==> src/rtl/irqch_pkg.sv <==
package irqch_pkg;

    typedef struct packed {
        logic st;
        logic pd;
        logic irq;
    } slot_state_t;

endpackage

==> src/rtl/irqch_edge.sv <==
module irqch_edge #(
    parameter int W = 32
) (
    input  logic         clk,
    input  logic         rst_n,
    input  logic [W-1:0] lvl_i,
    output logic [W-1:0] rise_o
);
    logic [W-1:0] prev_d, prev_q;

    always_comb begin
        prev_d = lvl_i;
        rise_o = lvl_i & ~prev_q;
    end

    always_ff @(posedge clk) begin
        if (!rst_n) prev_q <= '0;
        else        prev_q <= prev_d;
    end
endmodule

==> src/rtl/irqch_clr_decode.sv <==
module irqch_clr_decode #(
    parameter int W = 32,
    parameter int N = 10
) (
    input  logic         we_i,
    input  logic [W-1:0] data_i,
    output logic         wipe_o,
    output logic [N-1:0] hit_o
);
    logic all_ones, non_zero;

    always_comb begin
        all_ones = &data_i;
        non_zero = |data_i;
        wipe_o   = we_i && all_ones;
        hit_o    = (we_i && non_zero && !all_ones) ? data_i[N-1:0] : '0;
    end
endmodule

==> src/rtl/irqch_slot.sv <==
module irqch_slot
    import irqch_pkg::*;
(
    input  logic clk,
    input  logic rst_n,
    input  logic ev_i,
    input  logic msk_i,
    input  logic wipe_i,
    input  logic hit_i,
    output logic st_o,
    output logic irq_o
);
    slot_state_t s_d, s_q;

    always_comb begin
        s_d = s_q;
        // acknowledgement is applied before any new event
        if (wipe_i) begin
            s_d.st = 1'b0;
        end else if (hit_i) begin
            if (s_q.pd) begin
                s_d.st  = 1'b1;
                s_d.pd  = 1'b0;
                s_d.irq = 1'b1;
            end else begin
                s_d.st  = 1'b0;
                s_d.irq = 1'b0;
            end
        end
        if (ev_i) begin
            if (msk_i || s_d.st) begin
                s_d.pd = 1'b1;
            end else begin
                s_d.st  = 1'b1;
                s_d.irq = 1'b1;
            end
        end
    end

    always_ff @(posedge clk) begin
        if (!rst_n) s_q <= '0;
        else        s_q <= s_d;
    end

    assign st_o  = s_q.st;
    assign irq_o = s_q.irq;

    assert_show_event_R2: assert property (@(posedge clk) disable iff (!rst_n)
        ev_i && !msk_i && !s_q.st && !hit_i && !wipe_i |=> s_q.st && s_q.irq);

    assert_hold_pending_R3: assert property (@(posedge clk) disable iff (!rst_n)
        ev_i && (msk_i || s_q.st) && !hit_i && !wipe_i
        |=> s_q.pd && (s_q.irq == $past(s_q.irq)) && (s_q.st == $past(s_q.st)));

    assert_close_slot_R5: assert property (@(posedge clk) disable iff (!rst_n)
        hit_i && !s_q.pd && !ev_i |=> !s_q.irq && !s_q.st);

    assert_rearm_R6: assert property (@(posedge clk) disable iff (!rst_n)
        hit_i && s_q.pd && !ev_i |=> s_q.st && s_q.irq && !s_q.pd);

    assert_wipe_only_R8: assert property (@(posedge clk) disable iff (!rst_n)
        wipe_i && !ev_i
        |=> !s_q.st && (s_q.irq == $past(s_q.irq)) && (s_q.pd == $past(s_q.pd)));
endmodule

==> src/rtl/irq_perbit_chan.sv <==
module irq_perbit_chan #(
    parameter int SRC_W = 32,
    parameter int N_OUT = 10
) (
    input  logic             clk,
    input  logic             rst_n,
    input  logic [SRC_W-1:0] src_i,
    input  logic [SRC_W-1:0] en_i,
    input  logic [SRC_W-1:0] msk_i,
    input  logic             clr_we_i,
    input  logic [SRC_W-1:0] clr_data_i,
    output logic [N_OUT-1:0] status_o,
    output logic [N_OUT-1:0] irq_o
);
    localparam int USED = (N_OUT < SRC_W) ? N_OUT : SRC_W;

    logic [SRC_W-1:0] rise;
    logic [N_OUT-1:0] sel;
    logic [N_OUT-1:0] hit;
    logic             wipe;

    irqch_edge #(.W(SRC_W)) u_edge (
        .clk(clk), .rst_n(rst_n), .lvl_i(src_i), .rise_o(rise)
    );

    irqch_clr_decode #(.W(SRC_W), .N(N_OUT)) u_dec (
        .we_i(clr_we_i), .data_i(clr_data_i), .wipe_o(wipe), .hit_o(hit)
    );

    always_comb begin
        sel = '0;
        sel[USED-1:0] = rise[USED-1:0] & en_i[USED-1:0];
    end

    for (genvar i = 0; i < N_OUT; i++) begin : g_slot
        if (i < SRC_W) begin : g_live
            irqch_slot u_slot (
                .clk(clk), .rst_n(rst_n),
                .ev_i(sel[i]), .msk_i(msk_i[i]),
                .wipe_i(wipe), .hit_i(hit[i]),
                .st_o(status_o[i]), .irq_o(irq_o[i])
            );
        end else begin : g_dead
            assign status_o[i] = 1'b0;
            assign irq_o[i]    = 1'b0;
        end
    end

    assert_zero_write_inert_R7: assert property (@(posedge clk) disable iff (!rst_n)
        clr_we_i && (clr_data_i == '0) && (sel == '0)
        |=> $stable(status_o) && $stable(irq_o));

    assert_irq_needs_cause_R4: assert property (@(posedge clk) disable iff (!rst_n)
        (sel == '0) && !clr_we_i |=> $stable(status_o) && $stable(irq_o));
endmodule

==> config.mk <==
export PLATFORM = sky130hd
export DESIGN_NAME = irq_perbit_chan
export DESIGN_NICKNAME = d
export VERILOG_FILES = /design/src/rtl/irqch_pkg.sv /design/src/rtl/irqch_edge.sv /design/src/rtl/irqch_clr_decode.sv /design/src/rtl/irqch_slot.sv /design/src/rtl/irq_perbit_chan.sv
export SDC_FILE = /design/constraint.sdc
export NUM_CORES = 1
export LEC_CHECK = 0
export BUFFER_PORTS_ARGS = -buffer_cell sky130_fd_sc_hd__buf_2
export CORE_MARGIN = 2
export CORE_UTILIZATION = 42
export CTS_CLUSTER_SIZE = 16
export DETAILED_ROUTE_END_ITERATION = 12
export HOLD_SLACK_MARGIN = 0.02
export PLACE_DENSITY = 0.81
export SETUP_SLACK_MARGIN = 0.1
export SLEW_MARGIN = 15
export SYNTH_ARGS = -nofsm -noshare
export SYNTH_HDL_FRONTEND = slang
export SYNTH_HIERARCHICAL = 1
export SYNTH_SLANG_ARGS = --single-unit
==> constraint.sdc <==
create_clock -name clk -period 1.9 [get_ports clk]
set_clock_uncertainty 0.15 [all_clocks]
set_input_delay 0.095 -clock clk [delete_from_list [all_inputs] [get_ports clk]]
set_output_delay 0.095 -clock clk [all_outputs]
set_load 0.02 [all_outputs]
Word-level counts from Yosys, hierarchy flattened
Cells that the tools add are included.
Word-level totals
  bits in registers: 40
  bits of input ports: 131
  output and inout port bits: 20
Cells by class
  muxes and demuxes: 81
  bitwise logic cells: 3
  reduce and logical (&&, ||, !) cells: 16
Operators by type and width (count)
  3-bit 2-to-1 mux: 20
  1-bit 2-to-1 mux: 50
  32-bit AND reduction: 1
  32-bit OR reduction: 1
  10-bit AND: 2
  2-bit 2-to-1 mux: 10
  1-bit logical OR: 10
  10-bit 2-to-1 mux: 1
  10-bit inverter: 1
  1-bit logical AND: 3
  1-bit logical NOT: 1

Depth between registers and ports, before layout
Gate-level depths: netlist (run 1).
  word-level depth: 9
  gate-level depth with buffers: 8
  mapped depth without buffers: 7

Cells and area by module
Netlist (run 1), hierarchy kept.
By module, submodules not included
  irqch_slot: instances 10, cells an instance 17, area each 153.9 µm²
  irqch_edge: instances 1, cells an instance 99, area each 1092.3 µm²
  irqch_clr_decode: instances 1, cells an instance 34, area each 225.2 µm²
  irq_perbit_chan: instances 1, cells an instance 10, area each 62.6 µm²

Worst setup path before layout (run 1)
Ideal clock, no wire load.
  path type: input -> register
  start point: input clr_data_i[3]
  end point: register g_slot[0].g_live.u_slot.s_q (netlist bit g_slot[0].g_live.u_slot/irq_o)
  data arrival time: 1.721 ns
  data required time: 1.671 ns
  path slack: -0.050 ns
  stages: 7
  buffers on the path: 0
  path through: nand4_1 > or4_1 > nor2_1 > and2_1 > or3b_4 > nand3_1 > o211ai_1
On the way
  elaborated cells on any way between the ends: 13
  those cells by class: mux: 6; reduce/logical: 7
RTL lines
  from (decl): line irq_perbit_chan.sv:11  | input logic [SRC_W-1:0] clr_data_i,
  32-bit AND reduction (*): line irqch_clr_decode.sv:13  | all_ones = &data_i;
  1-bit logical AND (*): line irqch_clr_decode.sv:15  | wipe_o = we_i && all_ones;
  via wipe: line irq_perbit_chan.sv:20  | logic wipe;
  1-bit 2-to-1 mux: line irqch_slot.sv:18  | if (wipe_i) begin
  1-bit logical OR: line irqch_slot.sv:31  | if (msk_i || s_d.st) begin
  1-bit 2-to-1 mux: line irqch_slot.sv:31
  3-bit 2-to-1 mux (*): line irqch_slot.sv:30  | if (ev_i) begin
  to (signal assigned): line irqch_slot.sv:41  | if (!rst_n) s_q <= '0;
  to (signal assigned): line irqch_slot.sv:42  | else s_q <= s_d;
  to (decl): line irqch_slot.sv:13  | slot_state_t s_d, s_q;
Mark *: on every way through the listed nets, which the timed path passes. The rest lies on a longest branch.
A chain may end at the register's enable or synchronous reset.

Worst setup path in the final report (run 1)
  start point: input clr_data_i[2]
  end point: register g_slot[1].g_live.u_slot.s_q (netlist bit g_slot[1].g_live.u_slot/irq_o)
On the way
  longest elaborated chain between the ends: 9
  elaborated cells on any way between the ends: 13
  those cells by class: mux: 6; reduce/logical: 7
RTL lines
  32-bit OR reduction or 32-bit AND reduction (tied branches): line irqch_clr_decode.sv:14, irqch_clr_decode.sv:13
  1-bit logical AND or 1-bit logical NOT (tied branches): line irqch_clr_decode.sv:16  | hit_o = (we_i && non_zero && !all_ones) ? data_i[N-1:0] : '0;
  1-bit logical AND (*): line irqch_clr_decode.sv:16
  10-bit 2-to-1 mux (*): line irqch_clr_decode.sv:16
  via hit[1]: line irq_perbit_chan.sv:19  | logic [N_OUT-1:0] hit;
  3-bit 2-to-1 mux (*): line irqch_slot.sv:20  | end else if (hit_i) begin
  1-bit 2-to-1 mux: line irqch_slot.sv:18
  1-bit logical OR: line irqch_slot.sv:31
  1-bit 2-to-1 mux: line irqch_slot.sv:31
  3-bit 2-to-1 mux (*): line irqch_slot.sv:30
  to (signal assigned): line irqch_slot.sv:41
  to (signal assigned): line irqch_slot.sv:42
  to (decl): line irqch_slot.sv:13
Marked as above.

==> run_results.csv, run 1 <==
group,metric,value,unit
status,outcome,"complete, no violations",
flow_run,drv_cap,0,
min_path,worstHoldStart,"en_i[8]",
die,die_y,75.9,um
die,die-area,5760,sq um
sta,worstMarginPinSlew,539,ps
critical_path,path_buf_inv,2,
critical_path,end_kind,"flop",
detailed_routing,routed_wl,6280,um
critical_path,r2r_start,"u_edge/prev_q[6]$_SDFF_PN0_",
clocking,htree_levels,2,
final_layout,insertedDiodeCount,0,
clocking,clock_sinks,40,
clocking,cts_made_buffers,5,
detailed_routing,vias,2382,
logic_synthesis,syn_avg_cell_area,8.86,sq um
clocking,cts_tree,"built",
die,die_w,75.9,um
critical_path,arrival,1830,ps
die,initial_core_util,43.0,%
logic_synthesis,syn_inst,245,
clocking,clock_latency,290,ps
final_layout,drive_above_1_share,45.1,%
final_layout,final_cell_mix,"buf_2, dfxtp_1, nor2_1",
final_layout,nets,511,
critical_path,crit_required,1930,ps
die,pin_count,151,
logic_synthesis,syn_area,2170,sq um
sta,finalSetupViolations,0,
sta,hold_violations,0,
global_route,grt_pass1_vias,2134,
detailed_routing,drtIter0Drc,67,
detailed_routing,wl_per_cell,13.9,um
critical_path,setup.worst_path.start,"clr_data_i[2]",
critical_path,setup.worst_path.start_class,"primary input",
final_layout,final_util,68.4,%
sta,maxSlewViolCount,0,
power,power_density,554,nW/um^2
sta,timing.final.crit_share,95.1,%
detailed_routing,drc,0,
sta,finalCriticalPeriod,1810,ps
placed_design,dpl.hpwl,4210,um
sta,rsz0062_at_grt,"no",
critical_path,crit_slowest_cell,"or4_4",
power,ir_drop,311,uV
global_route,antenna_found_initial,0,
final_layout,syn_to_final_growth,58.9,%
logic_synthesis,yosysWarnings,6,
critical_path,crit_family,"simple AND/OR/NAND/NOR gates",
critical_path,critPathMaxFanout,4,
placed_design,dpl_worst_slack,-235,ps
clocking,postCtsSetupBuffers,0,
clocking,clk_pin_slew,70,ps
critical_path,critical_path_class,"in2reg",
global_route,grt_overflow,0,
final_layout,stdcell_area,3450,sq um
sta,fmax,0.554,GHz
placed_design,gp_congestion,0.803,
final_layout,layout_commonest_cell,"buf_2",
clocking,clock-root-buffer,"clkbuf_8",
detailed_routing,postRouteAntennaNets,0,
placed_design,portBuffers,84,
clocking,clockBufferDepth,2,
global_route,grt_pass1_wl,8700,um
logic_synthesis,synth_fp_nets,376,
critical_path,crit_chain,"buf_2, nand4_1, or4_4, nor2_4, buf_6, nor3b_1, or3b_4, nand3_1, o211ai_1",
power,power,1910,uW
die,rows,26,
die,coreArea,5040,sq um
global_route,grt.total_usage,19.8,%
global_route,grt_max_degree,32,
detailed_routing,vias_per_cell,5.28,
min_path,hold_path_class,"in2reg",
sta,maxSlewHeadroom,64.1,%
sta,holdWs,92.6,ps
power,p_leak,0.00142,uW
detailed_routing,first_pass_iters,4,
critical_path,slowest_delay,560,ps
sta,setup_slack,94.0,ps
placed_design,dpl-instance-area,2910,sq um
power breakdown:
part	leakage, uW	total (uW)	internal [uW]	switching [uW]
logic	0.00104	429	229	200
clock network	0.0000455	581	296	285
registers	0.000328	901	878	22.5
total	0.00142	1910	1400	508
worst min-delay path, stage by stage:
cell	delay, ps
buf_2	70
and2_1	140
nor2_1	60
a211oi_2	130
through the flow:
stage	std cells	TNS, ps
2_1_floorplan	245	0
3_3_place_gp	423	-4900
3_5_place_dp	423	-5290
4_1_cts	451	0
5_1_grt	451	0
6_report	451	0
sequential cells by signal, indices dropped and copies added (netlist names):
register and cells:
g_slot.g_live.u_slot/st_o 10, g_slot.g_live.u_slot/s_q 10, u_edge/prev_q 10, g_slot.g_live.u_slot/irq_o 10
routing by layer:
layer / vias up / share of wire (%) / global-route usage, %
li1: 1181 / - / -
met1: 1106 / 41 / 22.8
met2: 85 / 51 / 35.1
met3: 10 / 6.6 / 5.29
met4: 0 / 1.7 / 6.82
met5: - / 0 / 0
worst paths after layout:
path / to / slack (ps) / cells past startpoint
worst max-delay path: g_slot[1].g_live.u_slot/irq_o$_SDFF_PN0_ / 90 / 9
worst min register to register: g_slot[1].g_live.u_slot/irq_o$_SDFF_PN0_ / 360 / 2
worst min-delay path: g_slot[8].g_live.u_slot/s_q[1]$_SDFF_PN0_ / 90 / 4
worst max register to register: g_slot[6].g_live.u_slot/irq_o$_SDFF_PN0_ / 550 / 5
timing repair:
action / CTS / global route
hold endpoints to repair: 31 / 0
endpoints found under the setup margin: 10 / 21
pin swaps: 0 / 23
hold buffers: 20 / 0
resized for setup: 1 / 46
cell type report:
class | instances | area, sq um
Fill cell | 389 | 1600
Multi-Input combinational cell | 203 | 1540
Timing Repair Buffer | 130 | 932
Sequential cell | 40 | 801
Clock buffer | 8 | 90.1
Tap cell | 70 | 87.6
No activity file was read; power rests on OpenSTA's default activity.
==> run 2: changes to the inputs <==
--- a/config.mk
+++ b/config.mk
@@ -6,12 +6,13 @@
 export NUM_CORES = 1
 export LEC_CHECK = 0
 export BUFFER_PORTS_ARGS = -buffer_cell sky130_fd_sc_hd__buf_2
+export CAP_MARGIN = 20
 export CORE_MARGIN = 2
-export CORE_UTILIZATION = 42
+export CORE_UTILIZATION = 46
 export CTS_CLUSTER_SIZE = 16
 export DETAILED_ROUTE_END_ITERATION = 12
 export HOLD_SLACK_MARGIN = 0.02
-export PLACE_DENSITY = 0.81
+export PLACE_DENSITY = 0.84
 export SETUP_SLACK_MARGIN = 0.1
 export SLEW_MARGIN = 15
 export SYNTH_ARGS = -nofsm -noshare
==> constraint.sdc (replaced) <==
create_clock -name clk -period 1.7 [get_ports clk]
set_clock_uncertainty 0.15 [all_clocks]
set_input_delay 0.085 -clock clk [delete_from_list [all_inputs] [get_ports clk]]
set_output_delay 0.085 -clock clk [all_outputs]
set_load 0.02 [all_outputs]
==> run 2 against run 1 <==
Net effect: the run now ends with negative setup slack left; first-iteration DRC count up 37%; total power rose by 14%; count of clock-buffer cells in the layout down 2; routed wire length grew 7.7%; via count up 2.8%; non-clock buffer count grew 11; sequential share of layout area shrank 0.98 points; largest power group unchanged; utilization is 13 points higher; sequential power increased by 12%; critical endpoint is now g_slot[6].g_live.u_slot/irq_o$_SDFF_PN0_; clock power grew 13%; largest cell class unchanged.
==> run_results.csv, run 2 (synthesis results as in run 1) <==
group,metric,value,unit
status,outcome,"finished with violations",
status,failed_checks,"negative setup slack",
sta,hold_violations,0,
die,die_w,72.7,um
final_layout,multi_input_area,1610,sq um
clocking,htree_levels,2,
power,power,2180,uW
power,power_density,607,nW/um^2
global_route,grt.total_usage,24.2,%
sta,fmax,0.555,GHz
sta,setup_slack,-103,ps
critical_path,crit_family,"simple AND/OR/NAND/NOR gates",
detailed_routing,vias_per_cell,5.52,
clocking,clock-root-buffer,"clkbuf_8",
detailed_routing,wl_per_cell,15.2,um
critical_path,critical_path_class,"in2reg",
critical_path,crit_chain,"buf_6, nand4_1, or4_4, nor2_4, buf_6, nor3b_1, or3b_4, nand3_2, o211ai_1",
placed_design,dp.cells,409,
final_layout,final_cell_mix,"buf_2, dfxtp_1, nor2_1, buf_6, buf_4",
final_layout,syn_to_final_growth,65.9,%
placed_design,dpl-instance-area,2890,sq um
clocking,clock_latency,290,ps
critical_path,crit_slowest_cell,"or4_4",
placed_design,gp_congestion,0.840,
detailed_routing,vias,2449,
final_layout,stdcell_count,444,
sta,fin_tns_setup,-1190,ps
detailed_routing,postRouteAntennaNets,0,
final_layout,drive_above_1_share,50.5,%
clocking,clock_sinks,40,
sta,finalSetupViolations,25,
sta,timing.final.crit_share,106,%
final_layout,insertedDiodeCount,0,
global_route,grt_pass1_wl,10100,um
global_route,antenna_found_initial,0,
final_layout,area.sequential,801,sq um
global_route,grt_max_degree,61,
final_layout,fill_cells,289,
global_route,grt_overflow,0,
die,pin_count,151,
die,initial_core_util,48.8,%
min_path,hold_path_class,"in2reg",
placed_design,portBuffers,84,
sta,finalCriticalPeriod,1800,ps
critical_path,path_buf_inv,2,
detailed_routing,first_pass_iters,4,
critical_path,slowest_delay,580,ps
placed_design,dpl.hpwl,4390,um
critical_path,setup.worst_path.start_class,"primary input",
clocking,cts_tree,"built",
global_route,grt_pass1_vias,2291,
flow_run,drv_cap,0,
final_layout,stdcell_area,3600,sq um
die,die_y,72.7,um
detailed_routing,routed_wl,6760,um
critical_path,end_kind,"flop",
critical_path,crit_required,1720,ps
final_layout,nets,522,
critical_path,critPathMaxFanout,7,
detailed_routing,drtIter0Drc,92,
sta,worstMarginPinSlew,363,ps
sta,maxSlewHeadroom,75.6,%
die,die-area,5280,sq um
critical_path,arrival,1820,ps
critical_path,cp_common_cell,"buf_6",
clocking,cts_made_buffers,5,
detailed_routing,drc,0,
power,ir_drop,525,uV
power,p_leak,0.00149,uW
clocking,clockBufferDepth,2,
sta,maxSlewViolCount,0,
clocking,clk_pin_slew,80,ps
die,rows,24,
sta,rsz0062_at_grt,"yes",
final_layout,layout_commonest_cell,"buf_2",
sta,holdWs,75.2,ps
die,coreArea,4440,sq um
run 2: per-layer routing:
layer | vias up | GRT usage [%] | wire (um)
li1 | 1201 | - | -
met1 | 1144 | 29.3 | 2750
met2 | 94 | 43.5 | 3460
met3 | 10 | 4.97 | 466
met4 | 0 | 6.58 | 91
met5 | - | 0 | 0
run 2: final cells by class:
class	instances	share of cell area, %
Tap cell	52	1.81
Timing Repair Buffer	141	28.8
Multi-Input combinational cell	203	44.6
Clock buffer	6	2.29
Sequential cell	40	22.3
Clock inverter	2	0.278
run 2: what timing repair did:
action | in CTS | in global routing
gates cloned | 0 | 2
hold buffers | 20 | 0
endpoints found under the setup margin | 30 | 30
endpoints found under the hold margin | 33 | 0
gates resized for setup | 45 | 24
buffers inserted | 1 | 4
pin swaps | 15 | 13
run 2: per-stage QoR:
step / util (%) / setup slack (ps)
final: 81.0 / -103
after global routing: 81.0 / -161
after floorplan: - / -156
after global placement: 65.0 / -474
after detailed placement: 65.0 / -428
after CTS: 77.6 / -35.0
run 2: final timing paths:
kind / start / endpoint / slack, ps / cells past startpoint
hold / removal: en_i[3] / g_slot[3].g_live.u_slot/s_q[1]$_SDFF_PN0_ / 80 / 4
hold reg to reg: g_slot[1].g_live.u_slot/s_q[1]$_SDFF_PN0_ / g_slot[1].g_live.u_slot/irq_o$_SDFF_PN0_ / 360 / 2
setup / recovery: clr_data_i[13] / g_slot[6].g_live.u_slot/irq_o$_SDFF_PN0_ / -100 / 9
setup reg to reg: u_edge/prev_q[5]$_SDFF_PN0_ / g_slot[5].g_live.u_slot/irq_o$_SDFF_PN0_ / 330 / 5
run 2: tightest hold or removal path: stages:
cell and delay, ps:
buf_2 70, and2_1 130, nor2_1 60, a211oi_2 130
run 2: power breakdown:
part           internal, uW  switching (uW)  leakage, uW
logic                   283             239      0.00111
clock network           324             331    0.0000510
registers               981            26.3     0.000328
